===== src/rtl/fbs_pkg.sv =====
package fbs_pkg;
  typedef enum logic [2:0] {
    SQ_IDLE, SQ_WRITE, SQ_FLUSH, SQ_START, SQ_BUSY, SQ_READ, SQ_DONE
  } seq_st_e;

  typedef enum logic [1:0] {WE_IDLE, WE_FILL, WE_CMD, WE_WAIT} wr_st_e;

  typedef enum logic [1:0] {RE_IDLE, RE_WAIT, RE_XFER} rd_st_e;
endpackage


===== src/rtl/fbs_sequencer.sv =====
module fbs_sequencer import fbs_pkg::*; (
  input  logic clk_i,
  input  logic rst_ni,
  input  logic sof_i,
  input  logic eof_i,
  input  logic wr_idle_i,
  input  logic rd_done_i,
  input  logic enc_busy_i,
  input  logic enc_done_i,
  output logic frame_start_o,
  output logic wr_img_o,
  output logic rd_img_o,
  output logic enc_start_o
);
  seq_st_e st_q, st_d;

  always_comb begin
    st_d = st_q;
    unique case (st_q)
      SQ_IDLE:  if (sof_i)      st_d = SQ_WRITE;
      SQ_WRITE: if (eof_i)      st_d = SQ_FLUSH;
      SQ_FLUSH: if (wr_idle_i)  st_d = SQ_START;  // last burst must land first
      SQ_START:                 st_d = SQ_BUSY;
      SQ_BUSY:  if (enc_busy_i) st_d = SQ_READ;
      SQ_READ:  if (rd_done_i)  st_d = SQ_DONE;
      SQ_DONE:  if (enc_done_i) st_d = SQ_IDLE;
      default:                  st_d = SQ_IDLE;
    endcase
  end

  always_ff @(posedge clk_i or negedge rst_ni) begin
    if (!rst_ni) st_q <= SQ_IDLE;
    else         st_q <= st_d;
  end

  assign frame_start_o = (st_q == SQ_IDLE) && sof_i;
  assign wr_img_o      = (st_q == SQ_WRITE);
  assign rd_img_o      = (st_q == SQ_READ);
  assign enc_start_o   = (st_q == SQ_START);

  p_start_pulse_r3: assert property (@(posedge clk_i) disable iff (!rst_ni)
    enc_start_o |=> !enc_start_o);

  p_read_after_busy_r3: assert property (@(posedge clk_i) disable iff (!rst_ni)
    $rose(rd_img_o) |-> $past(enc_busy_i));

  p_write_on_sof_r2: assert property (@(posedge clk_i) disable iff (!rst_ni)
    $rose(wr_img_o) |-> $past(sof_i));
endmodule


===== src/rtl/fbs_wr_engine.sv =====
module fbs_wr_engine import fbs_pkg::*; #(
  parameter int DATA_W      = 16,
  parameter int ADDR_W      = 20,
  parameter int BURST_LEN   = 64,
  parameter int FRAME_WORDS = 256,
  parameter logic [ADDR_W-1:0] BASE_ADDR = '0
) (
  input  logic              clk_i,
  input  logic              rst_ni,
  input  logic              calib_i,
  input  logic              wr_img_i,
  input  logic              frame_start_i,
  input  logic              in_empty_i,
  input  logic [DATA_W-1:0] in_data_i,
  output logic              in_rd_o,
  output logic              wd_en_o,
  output logic [DATA_W-1:0] wd_data_o,
  input  logic              wd_empty_i,
  input  logic              cmd_full_i,
  output logic              cmd_req_o,
  output logic [ADDR_W-1:0] cmd_addr_o,
  output logic              idle_o
);
  localparam int BEAT_W = (BURST_LEN > 1) ? $clog2(BURST_LEN) : 1;
  localparam int FCNT_W = $clog2(FRAME_WORDS + 1);
  localparam logic [BEAT_W-1:0] LAST_BEAT = BEAT_W'(BURST_LEN - 1);

  wr_st_e            st_q, st_d;
  logic [BEAT_W-1:0] beat_q;
  logic [ADDR_W-1:0] addr_q;
  logic [FCNT_W-1:0] sent_q;
  logic              pop;

  assign pop        = (st_q == WE_FILL) && !in_empty_i;
  assign in_rd_o    = pop;
  assign wd_en_o    = pop;
  assign wd_data_o  = in_data_i;
  assign cmd_req_o  = (st_q == WE_CMD) && !cmd_full_i;
  assign cmd_addr_o = addr_q;
  assign idle_o     = (st_q == WE_IDLE);

  always_comb begin
    st_d = st_q;
    unique case (st_q)
      WE_IDLE: if (calib_i && wr_img_i && sent_q < FCNT_W'(FRAME_WORDS)) st_d = WE_FILL;
      WE_FILL: if (pop && beat_q == LAST_BEAT) st_d = WE_CMD;
      WE_CMD:  if (!cmd_full_i) st_d = WE_WAIT;
      WE_WAIT: if (wd_empty_i)  st_d = WE_IDLE;
      default: st_d = WE_IDLE;
    endcase
  end

  always_ff @(posedge clk_i or negedge rst_ni) begin
    if (!rst_ni) begin
      st_q   <= WE_IDLE;
      beat_q <= '0;
      addr_q <= BASE_ADDR;
      sent_q <= '0;
    end else begin
      st_q <= st_d;
      if (pop) beat_q <= (beat_q == LAST_BEAT) ? '0 : beat_q + 1'b1;
      if (frame_start_i) begin
        addr_q <= BASE_ADDR;
        sent_q <= '0;
      end else if (cmd_req_o) begin
        addr_q <= addr_q + ADDR_W'(BURST_LEN);
        sent_q <= sent_q + FCNT_W'(BURST_LEN);
      end
    end
  end

  p_no_pop_after_cmd_r5: assert property (@(posedge clk_i) disable iff (!rst_ni)
    cmd_req_o |=> !in_rd_o);

  p_frame_limit_r9: assert property (@(posedge clk_i) disable iff (!rst_ni)
    sent_q <= FCNT_W'(FRAME_WORDS));
endmodule


===== src/rtl/fbs_rd_engine.sv =====
module fbs_rd_engine import fbs_pkg::*; #(
  parameter int DATA_W      = 16,
  parameter int ADDR_W      = 20,
  parameter int BURST_LEN   = 64,
  parameter int FRAME_WORDS = 256,
  parameter logic [ADDR_W-1:0] BASE_ADDR = '0,
  localparam int CNT_W = $clog2(BURST_LEN + 1)
) (
  input  logic              clk_i,
  input  logic              rst_ni,
  input  logic              calib_i,
  input  logic              rd_img_i,
  input  logic              frame_start_i,
  input  logic              cmd_full_i,
  output logic              cmd_req_o,
  output logic [ADDR_W-1:0] cmd_addr_o,
  input  logic [CNT_W-1:0]  rd_count_i,
  input  logic [DATA_W-1:0] rd_data_i,
  output logic              rd_en_o,
  input  logic              enc_full_i,
  output logic              enc_we_o,
  output logic [DATA_W-1:0] enc_data_o,
  output logic              idle_o,
  output logic              done_o
);
  localparam int BEAT_W = (BURST_LEN > 1) ? $clog2(BURST_LEN) : 1;
  localparam int FCNT_W = $clog2(FRAME_WORDS + 1);
  localparam logic [BEAT_W-1:0] LAST_BEAT = BEAT_W'(BURST_LEN - 1);

  rd_st_e            st_q, st_d;
  logic [BEAT_W-1:0] beat_q;
  logic [ADDR_W-1:0] addr_q;
  logic [FCNT_W-1:0] req_q;
  logic              mv;

  assign cmd_req_o  = (st_q == RE_IDLE) && calib_i && rd_img_i &&
                      (req_q < FCNT_W'(FRAME_WORDS)) && !cmd_full_i;
  assign cmd_addr_o = addr_q;
  assign mv         = (st_q == RE_XFER) && !enc_full_i;
  assign rd_en_o    = mv;
  assign enc_we_o   = mv;
  assign enc_data_o = rd_data_i;
  assign idle_o     = (st_q == RE_IDLE);
  assign done_o     = (st_q == RE_IDLE) && (req_q == FCNT_W'(FRAME_WORDS));

  always_comb begin
    st_d = st_q;
    unique case (st_q)
      RE_IDLE: if (cmd_req_o) st_d = RE_WAIT;
      RE_WAIT: if (rd_count_i >= CNT_W'(BURST_LEN)) st_d = RE_XFER;
      RE_XFER: if (mv && beat_q == LAST_BEAT) st_d = RE_IDLE;
      default: st_d = RE_IDLE;
    endcase
  end

  always_ff @(posedge clk_i or negedge rst_ni) begin
    if (!rst_ni) begin
      st_q   <= RE_IDLE;
      beat_q <= '0;
      addr_q <= BASE_ADDR;
      req_q  <= '0;
    end else begin
      st_q <= st_d;
      if (mv) beat_q <= (beat_q == LAST_BEAT) ? '0 : beat_q + 1'b1;
      if (frame_start_i) begin
        addr_q <= BASE_ADDR;
        req_q  <= '0;
      end else if (cmd_req_o) begin
        addr_q <= addr_q + ADDR_W'(BURST_LEN);
        req_q  <= req_q + FCNT_W'(BURST_LEN);
      end
    end
  end

  p_pop_has_data_r6: assert property (@(posedge clk_i) disable iff (!rst_ni)
    rd_en_o |-> (rd_count_i != '0));

  p_cmd_on_drained_r6: assert property (@(posedge clk_i) disable iff (!rst_ni)
    cmd_req_o |-> (rd_count_i == '0));
endmodule


===== src/rtl/frame_buf_seq.sv =====
module frame_buf_seq import fbs_pkg::*; #(
  parameter int DATA_W      = 16,
  parameter int ADDR_W      = 20,
  parameter int BURST_LEN   = 64,
  parameter int FRAME_WORDS = 256,
  parameter logic [ADDR_W-1:0] BASE_ADDR = '0,
  localparam int CNT_W = $clog2(BURST_LEN + 1)
) (
  input  logic              clk_i,
  input  logic              rst_ni,
  input  logic              calib_done_i,
  input  logic              sof_i,
  input  logic              eof_i,
  input  logic              in_empty_i,
  input  logic [DATA_W-1:0] in_data_i,
  output logic              in_rd_o,
  input  logic              cmd_full_i,
  output logic              cmd_en_o,
  output logic              cmd_rd_o,
  output logic [ADDR_W-1:0] cmd_addr_o,
  output logic              wd_en_o,
  output logic [DATA_W-1:0] wd_data_o,
  input  logic              wd_empty_i,
  input  logic [CNT_W-1:0]  rd_count_i,
  input  logic [DATA_W-1:0] rd_data_i,
  output logic              rd_en_o,
  output logic              enc_start_o,
  input  logic              enc_busy_i,
  input  logic              enc_done_i,
  input  logic              enc_full_i,
  output logic              enc_we_o,
  output logic [DATA_W-1:0] enc_data_o,
  output logic              wr_img_o,
  output logic              rd_img_o
);
  logic              frame_start;
  logic              w_idle, r_idle, r_done;
  logic              w_cmd, r_cmd;
  logic [ADDR_W-1:0] w_addr, r_addr;

  fbs_sequencer u_seq (
    .clk_i, .rst_ni, .sof_i, .eof_i,
    .wr_idle_i(w_idle), .rd_done_i(r_done),
    .enc_busy_i, .enc_done_i,
    .frame_start_o(frame_start), .wr_img_o, .rd_img_o, .enc_start_o
  );

  fbs_wr_engine #(
    .DATA_W(DATA_W), .ADDR_W(ADDR_W), .BURST_LEN(BURST_LEN),
    .FRAME_WORDS(FRAME_WORDS), .BASE_ADDR(BASE_ADDR)
  ) u_wr (
    .clk_i, .rst_ni, .calib_i(calib_done_i), .wr_img_i(wr_img_o),
    .frame_start_i(frame_start), .in_empty_i, .in_data_i, .in_rd_o,
    .wd_en_o, .wd_data_o, .wd_empty_i, .cmd_full_i,
    .cmd_req_o(w_cmd), .cmd_addr_o(w_addr), .idle_o(w_idle)
  );

  fbs_rd_engine #(
    .DATA_W(DATA_W), .ADDR_W(ADDR_W), .BURST_LEN(BURST_LEN),
    .FRAME_WORDS(FRAME_WORDS), .BASE_ADDR(BASE_ADDR)
  ) u_rd (
    .clk_i, .rst_ni, .calib_i(calib_done_i), .rd_img_i(rd_img_o),
    .frame_start_i(frame_start), .cmd_full_i,
    .cmd_req_o(r_cmd), .cmd_addr_o(r_addr),
    .rd_count_i, .rd_data_i, .rd_en_o, .enc_full_i, .enc_we_o, .enc_data_o,
    .idle_o(r_idle), .done_o(r_done)
  );

  // engines are serialised by the sequencer, so at most one requests
  assign cmd_en_o   = w_cmd | r_cmd;
  assign cmd_rd_o   = r_cmd;
  assign cmd_addr_o = r_cmd ? r_addr : w_addr;

  logic calib_seen_q;
  always_ff @(posedge clk_i or negedge rst_ni) begin
    if (!rst_ni)           calib_seen_q <= 1'b0;
    else if (calib_done_i) calib_seen_q <= 1'b1;
  end

  p_calib_gate_r1: assert property (@(posedge clk_i) disable iff (!rst_ni)
    (!calib_seen_q && !calib_done_i) |-> (!cmd_en_o && !in_rd_o));

  p_no_cmd_when_full_r10: assert property (@(posedge clk_i) disable iff (!rst_ni)
    cmd_en_o |-> !cmd_full_i);

  p_no_overlap_r11: assert property (@(posedge clk_i) disable iff (!rst_ni)
    !(!w_idle && !r_idle));

  p_fwd_gated_r7: assert property (@(posedge clk_i) disable iff (!rst_ni)
    enc_we_o |-> !enc_full_i);
endmodule


===== config.mk =====
export PLATFORM = sky130hd
export DESIGN_NAME = frame_buf_seq
export DESIGN_NICKNAME = d
export VERILOG_FILES = /design/src/rtl/fbs_pkg.sv /design/src/rtl/fbs_sequencer.sv /design/src/rtl/fbs_wr_engine.sv /design/src/rtl/fbs_rd_engine.sv /design/src/rtl/frame_buf_seq.sv
export SDC_FILE = /design/constraint.sdc
export NUM_CORES = 1
export LEC_CHECK = 0
export ABC_AREA = 0
export BUFFER_PORTS_ARGS = -buffer_cell sky130_fd_sc_hd__buf_2
export CAP_MARGIN = 10
export CORE_MARGIN = 8
export CORE_UTILIZATION = 45
export DETAILED_ROUTE_END_ITERATION = 7
export PLACE_DENSITY = 0.78
export SLEW_MARGIN = 0
export SYNTH_ARGS = -nofsm -noshare
export SYNTH_HDL_FRONTEND = slang
export SYNTH_SLANG_ARGS = --single-unit
export TNS_END_PERCENT = 20

===== constraint.sdc =====
create_clock -name clk_i -period 6.1 [get_ports clk_i]
set_input_delay 0.61 -clock clk_i [delete_from_list [all_inputs] [get_ports clk_i]]
set_output_delay 0.61 -clock clk_i [all_outputs]
set_load 0.03 [all_outputs]

==> qor.csv, run 1 <==
metric;value;unit
status;complete, no violations;
FILL cells;659;
endpoints failing setup;0;
Final Slew Violations;0;
Startpoint Class;flop;
number of detailed-route iterations in the first pass;4;
Worst Path Buf+Inv;2;
Nets;422;
Yosys top cell by area;dfrtp_1;
ANT nets after route;0;
crit path cell chain;or4b_1, or2_2, inv_2, nand2_1, nand2_1, buf_2;
period utilization;0.541;
DRC violations left;0;
Syn. warnings;0;
Slowest cell on crit path;or4b_1;
synthesized area;0.00320;mm^2
DP Cell Count;449;
Avg Synthesized Cell Area;8.75;um^2
Slew Limit Headroom;0.559;
Final min period;3.30;ns
later-pin clock latency in the skew report;0.32;ns
worst endpoint data arrival time;2.69;ns
sequential element share of the synthesized area;0.415;
Synth-to-Final Area Change;2.35;%
post-CTS resize count;0;
first-pass GRT wire length;10.5;mm
Worst path max stage delay;0.68;ns
hold_buf cts;0;
Max-Cap Viols;0;
FMAX;0.303;GHz
layout cells sized above 1;0.141;
antenna cells;0;
Routed WL;6.17;mm
Worst Setup End Kind;primary output;
most frequent cells in the layout;63 x nand2_1, 53 x dfrtp_1, 34 x buf_2;
Rows;30;
Synth top area share;0.415;
H-tree lvl count;2;
Non-Filler Instances;457;
Yosys cell types;43;
Final GP Congestion;0.759;
Pleak;1.57;nW
initial antenna violation count;0;
TritonCTS clock tree;built;
skew final;0.0127;ns
DR WL/cell;13.5;um
Post-Syn Instances;365;
most frequent CP cell;nand2_1;
dominant synthesized flop cell;dfrtp_1;
CTS Buf Count;5;
CTS root buffer;clkbuf_8;
DR iter-0 viols;107;
RSZ-0062 raised after global routing;no;
FFs w/ async S/R, synth;1.00;
CP delay by family, top;simple AND/OR/NAND/NOR gates;
Post-CTS Setup Inserts;0;
core area;0.00683;mm^2
worst setup margin;2.80;ns
largest net degree at the start of global routing;54;
number of global-route vias before repair;2342;
Hold Fails Final Rpt;0;
pre-CTS setup slack;3.15;ns
commonest non-fill, non-tap cell in the layout;nand2_1;
Synth area leaders;dfrtp_1 42%, buf_4 9.4%, nand2_1 7.4%, ha_1 4.7%, xor2_1 3.8%;
R2R Setup Slk;3.56;ns
CP Class;reg2out;
Worst EP required;5.49;ns
Tightest Hold Check Type;in2async;
IO buf count;34;
depth of the most critical reg-to-reg path;4;
Worst-Margin Slew;0.662;ns
via count;2364;
power density over cell area;347;mW/mm^2
Sum Neg Setup Slack;0;ns
Seq cells post-synth;53;
clock slew at reported path FFs;0.10;ns
R2R Path End;u_rd.cmd_addr_o[14];
Die ar.;0.0101;mm^2
die width;100;um
Worst IR Drop VDD;0.000225;V
All-Layer GR Usage;0.127;
largest fanout on the critical path;21;
grt ovf;0;
clk sinks;53;
CTS Buffer Depth;2;
I/O Pins;111;
vias per cell;5.17;
Initial Utilization;0.468;
DIE HEIGHT;100;um
R2R Path Start;u_seq.st_q[1];
hpwl dp;4.53;mm
Post-synth EDFFs;0;
synthesized netlist by cell type, types with 5 or more instances:
cell      number
clkbuf_1       9
dfrtp_1       53
or4_1          6
or3_1         11
nor2_1        27
nand2b_1       5
o21ai_0       18
xnor2_1       11
a21oi_1       15
buf_4         40
inv_1         13
nand2_1       63
xor2_1        14
ha_1          12
nand3_1       14
nand4_1        8
o31ai_1        5
cells by family after synthesis:
group,Yosys count,share of synthesized area
compound gates,46,0.0830
buf+inv,67,0.129
simple gates,156,0.240
other cells,1,0.00117
flops,53,0.415
fa+ha+maj,12,0.0470
mux,5,0.0164
xor+xnor,25,0.0685
layout make-up:
cell class / count / area (um^2) / share of cell area
Multi-Input combinational cell: 250 / 1480 / 0.453
Sequential cell: 53 / 1330 / 0.406
Timing Repair Buffer: 36 / 185 / 0.0566
Tap cell: 96 / 120 / 0.0367
Clock buffer: 7 / 96.3 / 0.0295
Inverter: 14 / 52.6 / 0.0161
Clock inverter: 1 / 8.76 / 0.00268
per-stage QoR:
step                       util  power, mW  instance area (um^2)  hold WS, ns
after global placement    0.463      0.898                  3170        0.474
after global routing      0.479       1.22                  3270        0.459
after detailed placement  0.463      0.918                  3170        0.480
after floorplan               -      0.866                  3210        0.314
final                     0.479       1.13                  3270        0.390
after CTS                 0.479       1.15                  3270        0.434
worst max-delay path by stage:
| stage | depth (start not counted) | start | endpoint | slack (ns) |
|---|---|---|---|---|
| after detailed placement | 7 | cmd_full_i | cmd_addr_o[12] | 3.15 |
| after CTS | 6 | u_seq.st_q[1] | cmd_addr_o[12] | 2.80 |
| after global placement | 7 | cmd_full_i | cmd_addr_o[7] | 3.17 |
| after global routing | 6 | u_seq.st_q[1] | cmd_addr_o[12] | 2.64 |
| after floorplan | 8 | u_seq.st_q[1] | cmd_addr_o[11] | 3.12 |
| final | 6 | u_seq.st_q[1] | cmd_addr_o[12] | 2.80 |
flip-flops by register name, indices dropped and copies added (netlist names):
register / cells
u_rd.beat_q: 6
u_rd.cmd_addr_o: 14
u_rd.req_q: 3
u_rd.st_q: 2
u_seq.st_q: 3
u_wr.beat_q: 6
u_wr.cmd_addr_o: 14
u_wr.sent_q: 3
u_wr.st_q: 2
power breakdown:
group / leakage, nW / internal, mW / switching (mW)
combinational: 0.816 / 0.153 / 0.237
sequential: 0.701 / 0.427 / 0.0910
clock: 0.0549 / 0.105 / 0.120
total: 1.57 / 0.685 / 0.449
per-layer routing:
metal,wire [um],track usage,vias up
li1,-,-,1172
met1,2920,0.160,1116
met2,2760,0.200,56
met3,355,0.0318,20
met4,138,0.0581,0
met5,0,0,-
Power figures use the tool's default switching activity.
==> run 2: changes to the inputs <==
Settings changed: PLACE_DENSITY 0.78 to 0.81.
Clock period 6.1 ns to 3 ns, I/O delays scaled along.
==> run 2 against run 1 <==
  * Core utilization rose by 0.44 points
  * Final area rose by 0.92%
  * Via count rose by 1.3%
  * First-iteration DRC count fell by 21%
  * The flow now finishes with violations (hold timing)
  * Clock-buffer cell count fell by 2
  * Sequential share of layout area fell by 0.37 points
  * Die area did not move
  * Critical path depth did not move
==> qor.csv, run 2 (synthesis results as in run 1) <==
metric;value;unit;change
hpwl dp;4.67;mm;+3.1%
Slew Limit Headroom;0.613;;+0.0546
vias per cell;5.21;;+0.65%
Slowest cell on crit path;or4b_1;;
Die ar.;0.0101;mm^2;unchanged
Worst Setup End Kind;primary output;;
Worst Path Buf+Inv;2;;unchanged
TritonCTS clock tree;built;;
DR iter-0 viols;85;;-21%
endpoints failing setup;0;;unchanged
cell area after layout;0.00330;mm^2;+0.92%
clk sinks;53;;unchanged
Worst-Margin Slew;0.580;ns;-0.0819 ns
hold slack;-0.0158;ns;-0.406 ns
later-pin clock latency in the skew report;0.30;ns;-0.02 ns
most frequent cells in the layout;63 x nand2_1, 53 x dfrtp_1, 34 x buf_2;;
CP Class;reg2out;;
Rows;30;;unchanged
grt ovf;0;;unchanged
crit path cell chain;or4b_1, or2_2, clkinv_2, nand2_1, nand2_1, buf_2;;
initial antenna violation count;0;;unchanged
Placement Cell Area;0.00320;mm^2;+0.95%
status;finished with violations;;
Synth-to-Final Area Change;3.29;%;
worst endpoint data arrival time;2.50;ns;-0.19 ns
Pleak;1.59;nW;+1.2%
depth of the most critical reg-to-reg path;4;;unchanged
All-Layer GR Usage;0.129;;+0.00218
H-tree lvl count;2;;unchanged
CP delay by family, top;simple AND/OR/NAND/NOR gates;;
violated checks;hold timing;;
Initial Utilization;0.468;;unchanged
Crit path depth;6;;unchanged
ANT nets after route;0;;unchanged
CTS Buffer Depth;2;;unchanged
CTS root buffer;clkbuf_8;;
antenna cells;0;;unchanged
Worst path max stage delay;0.64;ns;-0.04 ns
CTS Buf Count;5;;unchanged
core area;0.00683;mm^2;unchanged
Startpoint Class;flop;;
IO buf count;34;;unchanged
power density over cell area;710;mW/mm^2;+100%
Final GP Congestion;0.812;;+7.0%
FMAX;0.357;GHz;
commonest non-fill, non-tap cell in the layout;nand2_1;;
Final min period;2.80;ns;
Hold Fails Final Rpt;23;;+23
RSZ-0062 raised after global routing;no;;
Worst IR Drop VDD;0.000631;V;+180%
number of global-route vias before repair;2361;;+0.81%
Worst EP required;2.70;ns;-2.79 ns
Nets;426;;+0.95%
I/O Pins;111;;unchanged
largest fanout on the critical path;21;;unchanged
R2R Path Start;u_rd.st_q[0];;
Sum Neg Setup Slack;0;ns;unchanged
skew final;0.00649;ns;-0.00621 ns
first-pass GRT wire length;10.7;mm;+1.6%
DIE HEIGHT;100;um;unchanged
via count;2395;;+1.3%
most frequent CP cell;nand2_1;;
Final Slew Violations;0;;unchanged
DR WL/cell;13.6;um;+0.52%
die width;100;um;unchanged
Routed WL;6.24;mm;+1.2%
DRC violations left;0;;unchanged
hold_buf cts;0;;unchanged
number of detailed-route iterations in the first pass;4;;unchanged
Max-Cap Viols;0;;unchanged
clock slew at reported path FFs;0.09;ns;about the same
Tightest Hold Check Type;in2async;;
layout cells sized above 1;0.148;;+0.00708
period utilization;0.932;;
largest net degree at the start of global routing;33;;-39%
CP Launch Point;u_rd.st_q[0];;
-- run 2: cell count changes in the layout (fill, tap and decap cells not counted), sizes merged --
cell / delta
buf: +4
bufinv: +1
inv: -2
clkbuf: -2
clkinv: +2
-- run 2: metrics by stage --
| stage | cells | hold WS [ns] | setup slack, ns | util | power [mW] |
|---|---|---|---|---|---|
| global placement | 453 | 0.333 | 0.499 | 0.468 | 1.86 |
| finish | 460 | -0.0158 | 0.203 | 0.483 | 2.34 |
| floorplan | 370 | 0.00441 | 0.328 | - | 1.76 |
| detailed placement | 453 | 0.340 | 0.474 | 0.468 | 1.90 |
| CTS | 460 | 0.00644 | 0.128 | 0.483 | 2.37 |
| global route | 460 | 0.0299 | 0.0294 | 0.483 | 2.52 |
-- run 2: cell type report --
type	instances	area (um^2)
fillers	677	3530
multi-input cells	250	1480
flip-flops and latches	53	1330
repair buffers	40	215
well taps	96	120
clock buffers	5	68.8
inverters	14	53.8
clock inverters	2	35.0
-- run 2: worst paths after layout --
| check | to | slack, ns |
|---|---|---|
| max reg2reg | u_rd.cmd_addr_o[14] | 0.57 |
| min reg2reg | u_rd.beat_q[4] | 0.50 |
| max in group asynchronous | u_wr.st_q[0] | 2.40 |
| min | u_rd.beat_q[4] | -0.02 |
| min in group clk_i | u_rd.st_q[0] | 0.20 |
| max | cmd_addr_o[7] | 0.20 |
-- run 2: per-layer routing --
| layer | GRT usage | part of all wire | vias up |
|---|---|---|---|
| met3 | 0.0339 | 0.066 | 15 |
| met2 | 0.214 | 0.47 | 52 |
| met4 | 0.0407 | 0.014 | 0 |
| met5 | 0 | 0 | - |
| met1 | 0.160 | 0.45 | 1147 |
| li1 | - | - | 1181 |
-- run 2: power breakdown --
| group | leakage, nW | switching [mW] | internal [mW] |
|---|---|---|---|
| clock | 0.0540 | 0.226 | 0.243 |
| sequential | 0.701 | 0.163 | 0.868 |
| combinational | 0.835 | 0.510 | 0.334 |
-- run 2: repair_timing --
action,4_1_cts,5_1_grt
endpoints found under the setup margin,0,6
setup buffers,0,0
gates resized for setup,0,1
